[src/rtl/txSeqPkg.sv]
package txSeqPkg;

  typedef enum logic [0:0] {
    SEQ_IDLE = 1'b0,
    SEQ_SEND = 1'b1
  } seqState_t;

  // Strobes from the control to the datapath, at most one high per cycle.
  typedef struct packed {
    logic loadFirst;   // present byte 0 and aim the pointer at byte 1
    logic stepNext;    // present the byte under the pointer and advance
    logic endPkt;      // clear the data bus at end of packet
  } seqStrobe_t;

endpackage

[src/rtl/txSeqCtrl.sv]
module txSeqCtrl
  import txSeqPkg::*;
#(
  parameter int DEPTH = 64,
  parameter int LEN_W = $clog2(DEPTH + 1)
) (
  input  logic             clk,
  input  logic             rst,
  input  logic             startReq,
  input  logic [LEN_W-1:0] startLen,
  input  logic             txReady,
  output seqStrobe_t       strobe,
  output logic             txValid,
  output logic             busy,
  output logic             done
);

  seqState_t        state;
  logic [LEN_W-1:0] bytesLeft;
  logic             lenOk;
  logic             startOk;
  logic             accept;
  logic             lastByte;

  assign lenOk    = (startLen != '0) && (startLen <= LEN_W'(DEPTH));
  assign startOk  = (state == SEQ_IDLE) && startReq && lenOk;
  assign accept   = (state == SEQ_SEND) && txReady;
  assign lastByte = (bytesLeft == LEN_W'(1));

  always_comb begin
    strobe           = '0;
    strobe.loadFirst = startOk;
    strobe.stepNext  = accept && !lastByte;
    strobe.endPkt    = accept && lastByte;
  end

  always_ff @(posedge clk) begin
    if (rst) begin
      state     <= SEQ_IDLE;
      bytesLeft <= '0;
      done      <= 1'b0;
    end else begin
      done <= 1'b0;
      unique case (state)
        SEQ_IDLE: begin
          if (startOk) begin
            state     <= SEQ_SEND;
            bytesLeft <= startLen;
          end
        end
        SEQ_SEND: begin
          if (accept) begin
            if (lastByte) begin
              state     <= SEQ_IDLE;
              bytesLeft <= '0;
              done      <= 1'b1;
            end else begin
              bytesLeft <= bytesLeft - LEN_W'(1);
            end
          end
        end
        default: state <= SEQ_IDLE;
      endcase
    end
  end

  assign txValid = (state == SEQ_SEND);
  assign busy    = txValid;

endmodule

[src/rtl/txSeqData.sv]
module txSeqData
  import txSeqPkg::*;
#(
  parameter int DATA_W = 8,
  parameter int DEPTH  = 64,
  parameter int ADDR_W = $clog2(DEPTH)
) (
  input  logic              clk,
  input  logic              rst,
  input  logic              wrAllow,
  input  logic              bufWrEn,
  input  logic [ADDR_W-1:0] bufWrAddr,
  input  logic [DATA_W-1:0] bufWrData,
  input  seqStrobe_t        strobe,
  output logic [DATA_W-1:0] dataOut
);

  logic [DATA_W-1:0] byteBuf [DEPTH];
  logic [ADDR_W-1:0] readPtr;

  // One write decoder per buffer entry; writes are locked out mid-packet.
  for (genvar g = 0; g < DEPTH; g++) begin : gEntry
    logic hit;
    assign hit = bufWrEn && wrAllow && (bufWrAddr == ADDR_W'(g));
    always_ff @(posedge clk) begin
      if (hit) byteBuf[g] <= bufWrData;
    end
  end

  always_ff @(posedge clk) begin
    if (rst) begin
      dataOut <= '0;
      readPtr <= '0;
    end else if (strobe.loadFirst) begin
      dataOut <= byteBuf[0];
      readPtr <= ADDR_W'(1);
    end else if (strobe.stepNext) begin
      dataOut <= byteBuf[readPtr];
      readPtr <= readPtr + ADDR_W'(1);
    end else if (strobe.endPkt) begin
      dataOut <= '0;
      readPtr <= '0;
    end
  end

endmodule

[src/rtl/utmiTxSeq.sv]
module utmiTxSeq
  import txSeqPkg::*;
#(
  parameter int DATA_W = 8,
  parameter int DEPTH  = 64,
  parameter int ADDR_W = $clog2(DEPTH),
  parameter int LEN_W  = $clog2(DEPTH + 1)
) (
  input  logic              clk,
  input  logic              rst,
  input  logic              bufWrEn,
  input  logic [ADDR_W-1:0] bufWrAddr,
  input  logic [DATA_W-1:0] bufWrData,
  input  logic              startReq,
  input  logic [LEN_W-1:0]  startLen,
  input  logic              txReady,
  output logic              txValid,
  output logic [DATA_W-1:0] dataOut,
  output logic              busy,
  output logic              done
);

  seqStrobe_t strobe;

  txSeqCtrl #(
    .DEPTH (DEPTH),
    .LEN_W (LEN_W)
  ) u_ctrl (
    .clk      (clk),
    .rst      (rst),
    .startReq (startReq),
    .startLen (startLen),
    .txReady  (txReady),
    .strobe   (strobe),
    .txValid  (txValid),
    .busy     (busy),
    .done     (done)
  );

  txSeqData #(
    .DATA_W (DATA_W),
    .DEPTH  (DEPTH),
    .ADDR_W (ADDR_W)
  ) u_data (
    .clk       (clk),
    .rst       (rst),
    .wrAllow   (!busy),
    .bufWrEn   (bufWrEn),
    .bufWrAddr (bufWrAddr),
    .bufWrData (bufWrData),
    .strobe    (strobe),
    .dataOut   (dataOut)
  );

endmodule

[config.mk]
export PLATFORM = sky130hd
export DESIGN_NAME = utmiTxSeq
export DESIGN_NICKNAME = d
export VERILOG_FILES = /design/src/rtl/txSeqPkg.sv /design/src/rtl/txSeqCtrl.sv /design/src/rtl/txSeqData.sv /design/src/rtl/utmiTxSeq.sv
export SDC_FILE = /design/constraint.sdc
export NUM_CORES = 1
export LEC_CHECK = 0
export ABC_AREA = 1
export BUFFER_PORTS_ARGS = -buffer_cell sky130_fd_sc_hd__buf_2
export CORE_AREA = 2 2 229 231
export DETAILED_ROUTE_END_ITERATION = 8
export DIE_AREA = 0 0 231 233
export MAX_ROUTING_LAYER = met4
export PLACE_DENSITY = 0.58
export SLEW_MARGIN = 20
export SYNTH_ARGS = -nofsm -noshare
export SYNTH_HDL_FRONTEND = slang
export SYNTH_SLANG_ARGS = --single-unit
[constraint.sdc]
create_clock -name clk -period 2 [get_ports clk]
set_input_delay 0.1 -clock clk [delete_from_list [all_inputs] [get_ports clk]]
set_output_delay 0.1 -clock clk [all_outputs]
set_load 0.005 [all_outputs]
# After elaboration in Yosys (flattened, before gate mapping)
# Memory sizes are Yosys's and may differ from the RTL's.
# Cells that the tools add are included.
# W data, S select, Z words.
[word_totals]
regBits = 23
latchBits = 0
ram_bits = 512
mem_bits_ro = 0
out_inout_bits = 11
memories = 1
[classes]
add_sub_neg = 2
n_mul = 0
n_div = 0
order_cmp = 1
n_eq_ne = 66
shifts = 0
muxes = 332
bitwise_logic = 2
n_reduce_logical = 143
[memory_table]
columns = ["memory", "words", "word_bits", "rd", "rd_ports_with_merged_regs", "write_ports", "line", "text"]
rows = [
  ["u_data.byteBuf", 64, 8, 2, 0, 1, "txSeqData.sv:18", "logic [DATA_W-1:0] byteBuf [DEPTH];"],
]
[op_table]
columns = ["operator", "n"]
rows = [
  ["$mux W8", 66],
  ["$reduce_or A8 Y1", 63],
  ["$mux W6", 65],
  ["$mux W1", 196],
  ["$eq A6 B6 Y1 const B", 32],
  ["$eq A6 B5 Y1 const B", 16],
  ["$logic_and A1 B1 Y1", 71],
  ["$eq A6 B4 Y1 const B", 8],
  ["$eq A6 B3 Y1 const B", 4],
  ["$mux W7", 3],
  ["$pmux W7 S2", 1],
  ["$eq A6 B2 Y1 const B", 2],
  ["$eq A7 B1 Y1 const B", 1],
  ["$le A7 B7 Y1 const B", 1],
  ["$reduce_bool A7 Y1", 1],
  ["$sub A7 B1 Y7 const B", 1],
  ["$add A6 B1 Y6 const B", 1],
  ["$eq A6 B1 Y1 const B", 1],
  ["$logic_not A6 Y1", 1],
  ["$reduce_bool A3 Y1", 1],
  ["$reduce_or A3 Y1", 1],
  ["$logic_not A1 Y1", 2],
  ["$ne A2 B1 Y1 const B", 1],
  ["$ne A2 B2 Y1 const B", 1],
  ["other kinds (5)", 6],
]

# Depth between registers and ports, before layout
# Gate-level depths: netlist of the first run.
[logic_depth]
ltp_word = 69
ltp_mapped = 15
mapped_depth_nobuf = 11

# Cells and area by module
# Synthesis of the first run repeated with hierarchy kept, for this count alone.
[hier_totals]
cells_unflattened = 1967
hier_area_um2 = 22258.8
[by_module_without_submodules]
columns = ["mod", "instances", "cells_per_inst", "area_per_inst_um2"]
rows = [
  ["txSeqData", 1, 1838, 21505.6],
  ["txSeqCtrl", 1, 128, 749.5],
  ["utmiTxSeq", 1, 1, 3.8],
]

# Least setup slack after synthesis of the first run
# Ideal clock, no wire load.
[synth_path]
kind = "reg-to-reg"
from = "register u_ctrl.state (netlist: u_ctrl.busy)"
to = "memory u_data.byteBuf[31][0] (enable)"
setup_time_ps = 370
arrival_time_ps = 1370
slack_ps = 260
stages_incl_launch_ff = 5
n_path_buf = 1
period_less_slack_ps = 1740
cell_sequence = "dfxtp_1 > nor2_1 > nand3_1 > clkbuf_1 > nor2_1"
[synth_via]
elab_cells_between_ends = 383
cone_classes = "mux (254); reduce/logical (129)"
[synth_rtl]
columns = ["item", "line", "text"]
rows = [
  ["from (decl)", "txSeqCtrl.sv:18", "seqState_t state;"],
  ["from (signal assigned)", "txSeqCtrl.sv:39", "state <= SEQ_IDLE;"],
  ["from (signal assigned)", "txSeqCtrl.sv:47", "state <= SEQ_SEND;"],
  ["from (signal assigned)", "txSeqCtrl.sv:54", "state <= SEQ_IDLE;"],
  ["$logic_not A1 Y1 (*)", "utmiTxSeq.sv:47", ".wrAllow (!busy),"],
  ["$logic_and A1 B1 Y1 (*) (2 in series)", "txSeqData.sv:24", "assign hit = bufWrEn && wrAllow && (bufWrAddr == ADDR_W'(g));"],
  ["net u_data.gEntry[31].hit", "txSeqData.sv:23", "logic hit;"],
  ["$mux W1 (*)", "txSeqData.sv:26", "if (hit) byteBuf[g] <= bufWrData;"],
  ["$mux W1 (not written as such) (*)", "txSeqData.sv:26", ""],
  ["$reduce_or A8 Y1 (no source line)", "-", ""],
  ["$mux W6 (no source line) or $mux W1 (tied branches) (33 in series)", "-", ""],
  ["to (decl)", "txSeqData.sv:18", ""],
]
# The timed path passes the listed nets; every way through them passes the cells marked *.

# Final worst setup path of the first run
[layout_path]
from = "register u_data.readPtr[0]"
to = "register u_data.dataOut[6]"
[layout_via]
elab_chain_len = 3
[layout_rtl]
columns = ["item", "line", "text"]
rows = [
  ["from (decl)", "txSeqData.sv:19", "logic [ADDR_W-1:0] readPtr;"],
  ["from (signal assigned)", "txSeqData.sv:39", "readPtr <= readPtr + ADDR_W'(1);"],
  ["$mem_v2 Z64 W8", "-", ""],
  ["$mux W8", "txSeqData.sv:37", "end else if (strobe.stepNext) begin"],
  ["$mux W8", "txSeqData.sv:34", "end else if (strobe.loadFirst) begin"],
  ["to (signal assigned)", "txSeqData.sv:35", "dataOut <= byteBuf[0];"],
  ["to (signal assigned)", "txSeqData.sv:38", "dataOut <= byteBuf[readPtr];"],
  ["to (decl)", "txSeqData.sv:15", "output logic [DATA_W-1:0] dataOut"],
]
# Every way passes these cells.
# A chain may end at the register's enable or synchronous reset.

==> summary.md, run 1 <==
| Metric | Value |
|---|---|
| Critical path launch point type | `flip-flop` |
| Post-route minimum period | `1.93 ns` |
| Net switching power | `5.44 mW` |
| Slew Limit Fails | `0` |
| VDD IR max | `0.576 mV` |
| First-pass DRT Iterations | `5` |
| Met2 GRT Util | `38.3%` |
| CP Class | `flip-flop to flip-flop` |
| Via Count | `15800` |
| R2R depth | `12` |
| Worst Path Buf+Inv | `2` |
| Core area | `0.0511 mm^2` |
| Reg2reg setup slack | `0.07 ns` |
| Static leakage | `10.8 nW` |
| Unrepaired setup endpoints after global routing | `true` |
| Most frequent cells in the layout | `nand2_1, edfxtp_1, nand3_1, inv_1, nor2_1` |
| Switching share of power | `22.4%` |
| Synthesis Warnings | `0` |
| Crit end category | `flip-flop` |
| GRT met3 Usage | `3.32%` |
| Sequential element share of the synthesized area | `69.2%` |
| All-Layer GR Usage | `23.8%` |
| CP cell instances | `clkinv_8 -> buf_16 -> nand2_1 -> nand2_1 -> nand2_1 -> nand3_1 -> nand3_1 -> nand3_1 -> nand2_2 -> nand2_1 -> nand3_1 -> a21oi_1` |
| Post-DP HPWL | `37100 um` |
| Final hold slack | `0.0139 ns` |
| Pint | `18.9 mW` |
| Slowest stage delay, CP | `0.46 ns` |
| Seq pwr share | `50.9%` |
| Fillers | `4523` |
| Status | `finished, final reports clean` |
| Worst-Margin Slew | `1.10 ns` |
| Worst Path Arrival | `2.41 ns` |
| Combinational share of power | `7.5%` |
| Die ar. | `0.0538 mm^2` |
| Number of setup violations in the final report | `0` |
| Fmax | `517 MHz` |
| Worst-path clk slew | `0.06 ns` |
| Input/output buffers | `36` |
| H-tree depth | `2` |
| Headroom to the max-slew limit | `26.6%` |
| Final Hold Fails | `0` |
| Worst-case clock buffer depth | `3` |
| I/O pins | `37` |
| DR iter-0 viols | `1451` |
| Worst r2r src | `u_data.readPtr[0]` |
| Post-Syn Area | `0.0229 mm^2` |
| Max-Cap Viols | `0` |
| GP Congestion | `0.881` |
| Worst hold endpoint | `u_data.byteBuf[63][4]` |
| Final period utilization | `96.7%` |
| Post-Syn Nets | `2238` |
| Largest fanout on the critical path | `48` |
| Worst Path Required | `2.48 ns` |
| Most common cell after layout, fill and taps aside | `nand2_1` |
| Aggregate global routing overflow | `0` |
| P&R area growth vs syn | `18.4%` |
| Slowest CP cell | `dfxtp_4` |
| Final Core Density | `53.0%` |
| FF-to-FF End | `u_data.dataOut[6]` |
| Clock share of power | `41.6%` |
| Yosys reg bits | `535` |
| CTS tree | `built` |
| Hold Startpoint | `bufWrData[4]` |
| Initial Utilization | `44.8%` |
| Die W | `231 um` |
| Pin count of the biggest net entering global routing | `67` |
| Antenna Nets Post-Route | `0` |
| Distinct cell type count after synthesis | `23` |
| Vias in the first global route | `15600` |
| Gr busiest metal | `met2` |
| Worst Skew | `0.0107 ns` |
| Pwr dens | `898 mW/mm^2` |
| Worst Hold Class | `primary input to flip-flop` |
| Cells after synthesis | `2209` |
| Clk_lat worst skew | `0.60 ns` |
| Routed wire length | `61400 um` |
| DR WL/cell | `20.1 um` |
| Num rows | `83` |
| Clock Sinks | `535` |
| Fin cells | `3058` |
| CTS Root Cell | `clkbuf_16` |
| Die height | `233 um` |
| Delay-heaviest family, CP | `simple AND/OR/NAND/NOR gates` |
| DP Cell Count | `2936` |
| Nets@finish | `2363` |
| Met1 Use GR | `31.9%` |
| CTS buffer count | `56` |
| Antenna violations before repair | `2` |
| First-pass GRT wire length | `93500 um` |
| DRC errors left | `0` |
| Via density | `5.18` |
| Synth Area per Inst | `10.4 um^2` |
| Hold path depth | `1` |
| Share of layout cells above drive strength 1 | `12.4%` |
==> Yosys cell counts <==
| library cell | n | area, um^2 |
|---|---|---|
| o211ai_1 | 9 | 67.6 |
| buf_6 | 9 | 101 |
| buf_1 | 18 | 67.6 |
| nor2_1 | 159 | 597 |
| edfxtp_1 | 512 | 15400 |
| clkbuf_1 | 53 | 199 |
| o21ai_0 | 65 | 325 |
| xnor2_1 | 2 | 17.5 |
| nand2_1 | 748 | 2810 |
| buf_2 | 34 | 170 |
| inv_1 | 211 | 792 |
| inv_2 | 1 | 3.75 |
| xor2_1 | 4 | 35.0 |
| nor2_2 | 1 | 6.26 |
| buf_4 | 4 | 30.0 |
| a211oi_1 | 4 | 30.0 |
| ha_1 | 3 | 37.5 |
| dfxtp_1 | 23 | 460 |
| a21oi_1 | 19 | 95.1 |
| nor3b_1 | 1 | 7.51 |
| clkinv_1 | 2 | 7.51 |
| nor3_1 | 5 | 25.0 |
| nand3_1 | 322 | 1610 |
==> sequential cells by signal, indices dropped and copies added (netlist names) <==
name,flops
u_data.readPtr,6
u_ctrl.done,1
u_ctrl.busy,1
u_data.dataOut,8
u_ctrl.bytesLeft,7
u_data.byteBuf,512
==> worst reg2reg max path: stages (launching register included) <==
cell	delay [ns]
dfxtp_4	0.46
clkinv_8	0.13
buf_16	0.20
nand2_1	0.13
nand2_1	0.06
nand2_1	0.08
nand3_1	0.13
nand3_1	0.14
nand3_1	0.15
nand2_2	0.11
nand2_1	0.07
nand3_1	0.10
a21oi_1	0.06
==> kinds of logic after synthesis <==
group / share of synthesized area (%)
adders and majority gates: 0.164
DFF: 69.2
buffers and inverters: 6.00
and+or+nand+nor: 22.1
AOI/OAI and AO/OA: 2.26
xor gates and xnor gates: 0.230
==> worst max path at each step <==
stage | start | depth (start not counted) | slack [ns] | endpoint
finish | u_data.readPtr[0] | 12 | 0.07 | u_data.dataOut[6]
global route | u_data.readPtr[0] | 12 | -0.03 | u_data.dataOut[6]
CTS | u_data.readPtr[0] | 12 | 0.02 | u_data.dataOut[2]
detailed placement | u_data.readPtr[0] | 11 | -0.04 | u_data.dataOut[5]
global placement | u_data.readPtr[0] | 11 | -0.07 | u_data.dataOut[5]
floorplan | u_ctrl.busy | 4 | 0.26 | u_data.byteBuf[31][0]
==> through the flow <==
step,power (mW),instance area [um^2],TNS (ns),setup WS (ns)
floorplan,13.5,22900,0,0.260
global placement,14.3,24700,-0.0699,-0.0699
CTS,24.3,26600,0,0.0191
finish,24.3,27100,0,0.0650
global route,25.1,27100,-0.0714,-0.0302
detailed placement,14.3,24700,-0.0400,-0.0390
==> what timing repair did <==
item	CTS	global route
endpoints found under the hold margin	18	0
gates cloned	1	3
endpoints found under the setup margin	4	8
buffers inserted	0	5
pin swaps	0	17
hold buffers	11	0
resized for setup	2	69
==> layer usage <==
layer	part of all wire (%)	vias up
met5	0	-
met4	2.3	0
met3	6.5	90
met2	48	529
met1	44	7641
li1	-	7582
==> final cells by class <==
| type | instances | area (um^2) | share of cell area (%) |
|---|---|---|---|
| sequential | 535 | 15800 | 58.5 |
| tap | 680 | 851 | 3.14 |
| inverter | 214 | 818 | 3.02 |
| clock buffer | 69 | 1470 | 5.43 |
| multi-input combinational | 1342 | 5910 | 21.8 |
| timing repair buffer | 185 | 1900 | 7.02 |
| clock inverter | 31 | 279 | 1.03 |
| antenna | 2 | 5.00 | 0.0185 |
==> power groups by stage <==
stage / sequential (mW) / combinational [mW] / clock, mW
4_1_cts: 12.4 / 1.70 / 10.3
5_1_grt: 12.4 / 2.01 / 10.7
2_1_floorplan: 12.6 / 0.934 / 0
3_5_place_dp: 12.6 / 1.66 / 0
6_report: 12.4 / 1.82 / 10.1
3_3_place_gp: 12.6 / 1.64 / 0
Note: power is estimated with default switching activity, not from simulation.
==> run 2: changes to the inputs <==
--- a/config.mk
+++ b/config.mk
@@ -6,12 +6,12 @@
 export NUM_CORES = 1
 export LEC_CHECK = 0
 export ABC_AREA = 1
-export BUFFER_PORTS_ARGS = -buffer_cell sky130_fd_sc_hd__buf_2
 export CORE_AREA = 2 2 229 231
 export DETAILED_ROUTE_END_ITERATION = 8
 export DIE_AREA = 0 0 231 233
+export DONT_BUFFER_PORTS = 1
 export MAX_ROUTING_LAYER = met4
-export PLACE_DENSITY = 0.58
+export PLACE_DENSITY = 0.57
 export SLEW_MARGIN = 20
 export SYNTH_ARGS = -nofsm -noshare
 export SYNTH_HDL_FRONTEND = slang
==> run 2 against run 1 <==
  * Global-route usage is 0.050 points lower
  * Setup slack better by 0.0050 ns
  * Sequential power hardly changed
  * Clock power up 5%
  * Utilization fell by 0.11 points
  * Final cell count is 0.72% lower
  * Critical path depth is 1 higher
  * Register-to-register slack about the same
  * Highest routed layer unchanged
  * Clock skew rose by 0.0057 ns
==> summary.md, run 2 (same netlist as run 1, synthesis figures left out) <==
| Metric | Value |
|---|---|
| Input/output buffers | `0 (-100%)` |
| Critical path launch point type | `flip-flop` |
| Max-Cap Viols | `0 (unchanged)` |
| Die height | `233 um (unchanged)` |
| VDD IR max | `0.655 mV (+14%)` |
| Worst Path Arrival | `2.40 ns (about the same)` |
| DR iter-0 viols | `1526 (+5.2%)` |
| Die ar. | `0.0538 mm^2 (unchanged)` |
| Delay-heaviest family, CP | `simple AND/OR/NAND/NOR gates` |
| Worst-path clk slew | `0.06 ns (about the same)` |
| First-pass DRT Iterations | `5 (unchanged)` |
| I/O pins | `37 (unchanged)` |
| Final period utilization | `96.5% (-0.25 points)` |
| GP Congestion | `0.885 (+0.44%)` |
| Slew Limit Fails | `0 (unchanged)` |
| Via density | `5.23 (+0.99%)` |
| Post-route minimum period | `1.93 ns (-0.00499 ns)` |
| Biggest registers after layout | `u_data.byteBuf x512, u_data.dataOut x8, u_ctrl.bytesLeft x7` |
| FF-to-FF End | `u_data.dataOut[3]` |
| Fmax | `518 MHz (+0.26%)` |
| Most frequent CP cell | `nand2_1` |
| Routed wire length | `62300 um (+1.5%)` |
| Slowest stage delay, CP | `0.46 ns (about the same)` |
| P&R area growth vs syn | `18.2%` |
| Crit end category | `flip-flop` |
| Num rows | `83 (unchanged)` |
| Largest Register | `u_data.byteBuf` |
| Fin Setup TNS | `0 ns (unchanged)` |
| Largest fanout on the critical path | `13 (-73%)` |
| H-tree depth | `2 (unchanged)` |
| All-Layer GR Usage | `23.7% (-0.050 points)` |
| Final Hold Fails | `0 (unchanged)` |
| Core area | `0.0511 mm^2 (unchanged)` |
| Slowest CP cell | `dfxtp_4` |
| R2R depth | `13 (+1)` |
| Final Core Density | `52.9% (-0.11 points)` |
| CTS tree | `built` |
| Most frequent cells in the layout | `nand2_1, edfxtp_1, nand3_1, inv_1, nor2_1` |
| Worst Skew | `0.0164 ns (+0.00570 ns)` |
| Clk_lat worst skew | `0.61 ns (about the same)` |
| Pwr dens | `918 mW/mm^2 (+2.2%)` |
| Reg area | `0.0158 mm^2 (unchanged)` |
| Unrepaired setup endpoints after global routing | `true` |
| Final hold slack | `0.129 ns (+0.115 ns)` |
| Worst Hold Class | `primary input to flip-flop` |
| Multi-input gate area | `0.00581 mm^2 (-1.6%)` |
| Headroom to the max-slew limit | `64.1% (+38 points)` |
| Worst-case clock buffer depth | `3 (unchanged)` |
| Antenna violations before repair | `1 (-1)` |
| Initial Utilization | `44.8% (unchanged)` |
| Fillers | `4496 (-0.60%)` |
| Reg2reg setup slack | `0.07 ns (about the same)` |
| Status | `finished, final reports clean` |
| Fin cells | `3036 (-0.72%)` |
| Static leakage | `10.8 nW (-0.62%)` |
| Die W | `231 um (unchanged)` |
| CTS buffer count | `56 (unchanged)` |
| Hold path depth | `7 (+6)` |
| Post-DP HPWL | `36100 um (-2.8%)` |
| Worst hold endpoint | `u_data.readPtr[1]` |
| Via Count | `15900 (+0.26%)` |
| Largest register FFs | `512 (unchanged)` |
| Worst Path Buf+Inv | `3 (+1)` |
| Most common cell after layout, fill and taps aside | `nand2_1` |
| Number of setup violations in the final report | `0 (unchanged)` |
| DRC errors left | `0 (unchanged)` |
| CTS Root Cell | `clkbuf_16` |
| Worst Path Required | `2.47 ns (about the same)` |
| Pin count of the biggest net entering global routing | `68 (+1.5%)` |
| CP cell instances | `clkinv_8 -> buf_4 -> clkbuf_16 -> nand2_1 -> nand2_1 -> nand2_1 -> nand3_1 -> nand3_1 -> nand3_2 -> nand2_1 -> nand2_1 -> nand3_1 -> a21oi_1` |
| DR WL/cell | `20.5 um (+2.2%)` |
| Hold Startpoint | `startLen[2]` |
| First-pass GRT wire length | `92700 um (-0.89%)` |
| CP Class | `flip-flop to flip-flop` |
| Antenna Nets Post-Route | `0 (unchanged)` |
| Final Worst Setup Slack | `0.0700 ns (+0.00499 ns)` |
| Nets@finish | `2340 (-0.97%)` |
| Worst-Margin Slew | `0.536 ns (-0.564 ns)` |
| Aggregate global routing overflow | `0 (unchanged)` |
| Share of layout cells above drive strength 1 | `11.2% (-1.2 points)` |
| Worst r2r src | `u_data.readPtr[0]` |
| Vias in the first global route | `15300 (-1.6%)` |
| Clock Sinks | `535 (unchanged)` |
| Post-place setup slack | `0.0578 ns (+0.0967 ns)` |
| DP Cell Count | `2890 (-1.6%)` |
## run 2: worst max path at each step
stage | startpoint | end | slack, ns | depth (start not counted)
5_1_grt | u_data.readPtr[0] | u_data.dataOut[7] | -0.02 | 12
3_3_place_gp | u_data.readPtr[0] | u_data.dataOut[3] | 0.07 | 11
3_5_place_dp | u_data.readPtr[0] | u_data.dataOut[0] | 0.06 | 13
6_report | u_data.readPtr[0] | u_data.dataOut[3] | 0.07 | 13
2_1_floorplan | u_ctrl.busy | u_data.byteBuf[31][0] | 0.26 | 4
4_1_cts | u_data.readPtr[0] | u_data.dataOut[7] | 0.006 | 11
## run 2: metrics by stage
step / instance area [um^2] / power [mW]
3_5_place_dp: 24300 / 14.0
4_1_cts: 26600 / 24.8
6_report: 27000 / 24.8
2_1_floorplan: 22900 / 13.5
3_3_place_gp: 24300 / 14.0
5_1_grt: 27000 / 25.5
## run 2: worst min-delay path, cell delays in order
cell and delay, ns:
nor2_1 0.02, nand3_1 0.09, nor2_1 0.05, nor2_1 0.12, nand3_2 0.12, inv_1 0.14, a211oi_1 0.05
## run 2: layer usage
| layer | wire [um] | global-route usage [%] | share of wire (%) |
|---|---|---|---|
| met3 | 4160 | 3.37 | 6.7 |
| met5 | 0 | - | 0 |
| met2 | 29600 | 37.8 | 48 |
| met4 | 1670 | 7.58 | 2.7 |
| met1 | 26900 | 31.5 | 43 |
## run 2: power breakdown
part           leakage (nW)  internal (mW)  switching (mW)  total [mW]
combinational          5.05          0.617            1.19        1.81
sequential             4.80           12.3          0.0483        12.4
clock                 0.927           6.34            4.28        10.6
## run 2: cell type report
cell class,count,share of cell area [%]
Sequential cell,535,58.6
Antenna cell,1,0.00926
Tap cell,680,3.15
Timing Repair Buffer,162,6.76
Multi-Input combinational cell,1342,21.5
Clock buffer,64,5.38
Clock inverter,38,1.53
Inverter,214,3.03
## run 2: what timing repair did
item,CTS,global route
hold buffers,28,0
gates resized for setup,0,45
setup buffers,0,11
setup endpoints to repair,0,16
endpoints found under the hold margin,535,0
==> run 3: changes to the inputs <==
--- a/config.mk
+++ b/config.mk
@@ -6,12 +6,12 @@
 export NUM_CORES = 1
 export LEC_CHECK = 0
 export ABC_AREA = 1
-export CORE_AREA = 2 2 229 231
+export CORE_AREA = 2 2 259 261
 export DETAILED_ROUTE_END_ITERATION = 8
-export DIE_AREA = 0 0 231 233
+export DIE_AREA = 0 0 261 263
 export DONT_BUFFER_PORTS = 1
 export MAX_ROUTING_LAYER = met4
-export PLACE_DENSITY = 0.57
+export RECOVER_POWER = 50
 export SLEW_MARGIN = 20
 export SYNTH_ARGS = -nofsm -noshare
 export SYNTH_HDL_FRONTEND = slang
==> run 3 against run 2 <==
  * Utilization shrank 11 points
  * Critical path type unchanged
  * First-iteration DRC count grew 29%
  * Combinational power grew 9%
  * The run now ends with hold timing, capacitance limit, slew limit left
  * Largest cell class unchanged
  * Sequential power is essentially flat
==> summary.md, run 3 (same netlist as run 1, synthesis figures left out) <==
| Metric | Value |
|---|---|
| Worst Path Arrival | `2.47 ns (+0.07 ns)` |
| Slew Limit Fails | `520 (+520)` |
| CTS Root Cell | `clkbuf_16` |
| Worst Path Buf+Inv | `3 (unchanged)` |
| Nets@finish | `2351 (+0.47%)` |
| DR WL/cell | `20.4 um (-0.59%)` |
| Failing checks | `hold timing, capacitance limit, slew limit` |
| Worst-path clk slew | `0.07 ns (about the same)` |
| Die height | `263 um (+13%)` |
| Fin Setup TNS | `0 ns (unchanged)` |
| Initial Utilization | `34.8% (-9.9 points)` |
| Routed wire length | `65900 um (+5.8%)` |
| Share of layout cells above drive strength 1 | `12.0% (+0.76 points)` |
| DP Cell Count | `3071 (+6.3%)` |
| Largest fanout on the critical path | `27 (+14)` |
| Worst-case clock buffer depth | `3 (unchanged)` |
| Met2 wire len | `29800 um (+0.52%)` |
| Reg area | `0.0158 mm^2 (about the same)` |
| First-pass DRT Iterations | `6 (+1)` |
| Via density | `5.04 (-3.6%)` |
| Highest Signal Layer | `met4` |
| Pwr dens | `893 mW/mm^2 (-2.7%)` |
| Die ar. | `0.0686 mm^2 (+28%)` |
| Final Core Density | `41.7% (-11 points)` |
| CP Class | `flip-flop to flip-flop` |
| Aggregate global routing overflow | `0 (unchanged)` |
| Slowest CP cell | `dfxtp_4` |
| Input/output buffers | `0 (unchanged)` |
| H-tree depth | `2 (unchanged)` |
| Multi-input gate area | `0.00588 mm^2 (+1.1%)` |
| Worst r2r src | `u_data.readPtr[0]` |
| Largest Register | `u_data.byteBuf` |
| Biggest registers after layout | `u_data.byteBuf x512, u_data.dataOut x8, u_ctrl.bytesLeft x7` |
| Delay-heaviest family, CP | `simple AND/OR/NAND/NOR gates` |
| Antenna Nets Post-Route | `0 (unchanged)` |
| Most common cell after layout, fill and taps aside | `nand2_1` |
| Final period utilization | `98.4% (+1.9 points)` |
| Final hold slack | `-0.450 ns (-0.578 ns)` |
| All-Layer GR Usage | `18.3% (-5.4 points)` |
| Worst Skew | `0.0167 ns (+0.000387 ns)` |
| I/O pins | `37 (unchanged)` |
| CTS buffer count | `55 (-1.8%)` |
| Post-DP HPWL | `36600 um (+1.4%)` |
| Hold-fix buffers, CTS | `28 (unchanged)` |
| Static leakage | `10.8 nW (+0.54%)` |
| Most frequent cells in the layout | `nand2_1, edfxtp_1, nand3_1, inv_1, nor2_1` |
| Via Count | `16300 (+2.6%)` |
| Final Worst Setup Slack | `0.0314 ns (-0.0386 ns)` |
| Tot Pwr | `24.4 mW (-1.6%)` |
| Die W | `261 um (+13%)` |
| Headroom to the max-slew limit | `-17.8% (-82 points)` |
| Final Hold Fails | `9 (+9)` |
| Pin count of the biggest net entering global routing | `81 (+19%)` |
| Hold Startpoint | `rst` |
| Number of setup violations in the final report | `0 (unchanged)` |
| Clk_lat worst skew | `0.61 ns (about the same)` |
| CP cell instances | `clkinv_8 -> buf_12 -> clkbuf_16 -> o21ai_0 -> nand3_1 -> nand3_2 -> nand3_1 -> nand2_1 -> nand2_1 -> nand3_1 -> a21oi_1` |
| Status | `finished, violations left` |
| GP Congestion | `0.920 (+4.0%)` |
| Worst Hold Class | `primary input to flip-flop` |
| Vias in the first global route | `15300 (-0.091%)` |
| First-pass GRT wire length | `92900 um (+0.28%)` |
| VDD IR max | `0.548 mV (-16%)` |
| Fillers | `6158 (+37%)` |
| Fmax | `508 MHz (-2.0%)` |
| Met3 wire length | `5970 um (+43%)` |
| Metal1 wirelength | `28800 um (+7.0%)` |
| Unrepaired setup endpoints after global routing | `true` |
| P&R area growth vs syn | `19.6%` |
| Largest register FFs | `512 (unchanged)` |
| Critical path launch point type | `flip-flop` |
| Slowest stage delay, CP | `0.45 ns (about the same)` |
| DRC errors left | `0 (unchanged)` |
| Fin cells | `3231 (+6.4%)` |
| Clock Sinks | `535 (unchanged)` |
| Worst Path Required | `2.50 ns (+0.03 ns)` |
| Post-route minimum period | `1.97 ns (+0.0386 ns)` |
| Num rows | `94 (+13%)` |
| Most frequent CP cell | `nand3_1` |
| Critical Path Source | `u_data.readPtr[0]` |
| Core area | `0.0656 mm^2 (+28%)` |
| CTS tree | `built` |
| Worst-Margin Slew | `1.77 ns (+1.23 ns)` |
| DR iter-0 viols | `1975 (+29%)` |
| Antenna violations before repair | `2 (+1)` |
| Max-Cap Viols | `8 (+8)` |
| Post-place setup slack | `-0.0361 ns (-0.0938 ns)` |
| Crit end category | `flip-flop` |
## run 3: cell count changes in the layout (fill, tap and decap cells not counted), moves of 3 or more
cell / previous run / this run
buf_12: 19 / 15
clkinvlp_4: 0 / 3
o21ai_1: 3 / 12
o21ai_0: 62 / 51
bufinv_16: 9 / 5
buf_8: 0 / 4
clkbuf_2: 0 / 8
clkbuf_16: 62 / 69
nand2_1: 744 / 747
buf_4: 103 / 99
nand3_2: 24 / 32
nand3_1: 297 / 287
buf_16: 11 / 8
nand2_2: 4 / 1
## run 3: path summary, 6_finish.rpt
path / endpoint / slack [ns] / cells past startpoint
setup / recovery: u_data.dataOut[3] / 0.03 / 11
hold / removal: u_data.dataOut[7] / -0.45 / 1
setup reg to reg: u_data.dataOut[3] / 0.03 / 11
hold reg to reg: u_ctrl.bytesLeft[6] / 0.50 / 2
## run 3: layout make-up
type	instances	share of cell area, %
clock inverter	35	1.10
tap	864	3.95
antenna	2	0.0183
sequential	535	57.9
clock buffer	65	5.24
multi-input combinational	1342	21.5
inverter	214	2.99
timing repair buffer	174	7.25
## run 3: through the flow
stage | area, um^2 | hold slack [ns]
after global placement | 24500 | 0.172
after global routing | 27300 | -0.472
after floorplan | 22900 | 0.178
after detailed placement | 24500 | 0.174
final | 27300 | -0.450
after CTS | 26700 | -0.476
## run 3: power by group
group          switching [mW]  internal, mW
Clock                    4.30          5.74
Combinational            1.30         0.669
Sequential             0.0545          12.3
Total                    5.66          18.8
## run 3: repair_timing
action                     in CTS  in global routing
hold endpoints to repair      535                  9
gates resized for setup         3                 80
gates cloned                    0                 17
pin swaps                       0                  4
setup endpoints to repair       3                  9
buffers inserted                0                 13
## run 3: layer usage
metal  global-route usage [%]  vias up
li1                         -     7561
met1                     25.3     7923
met2                     27.2      714
met3                     4.02       97
met4                     4.75        0
met5                        -        -
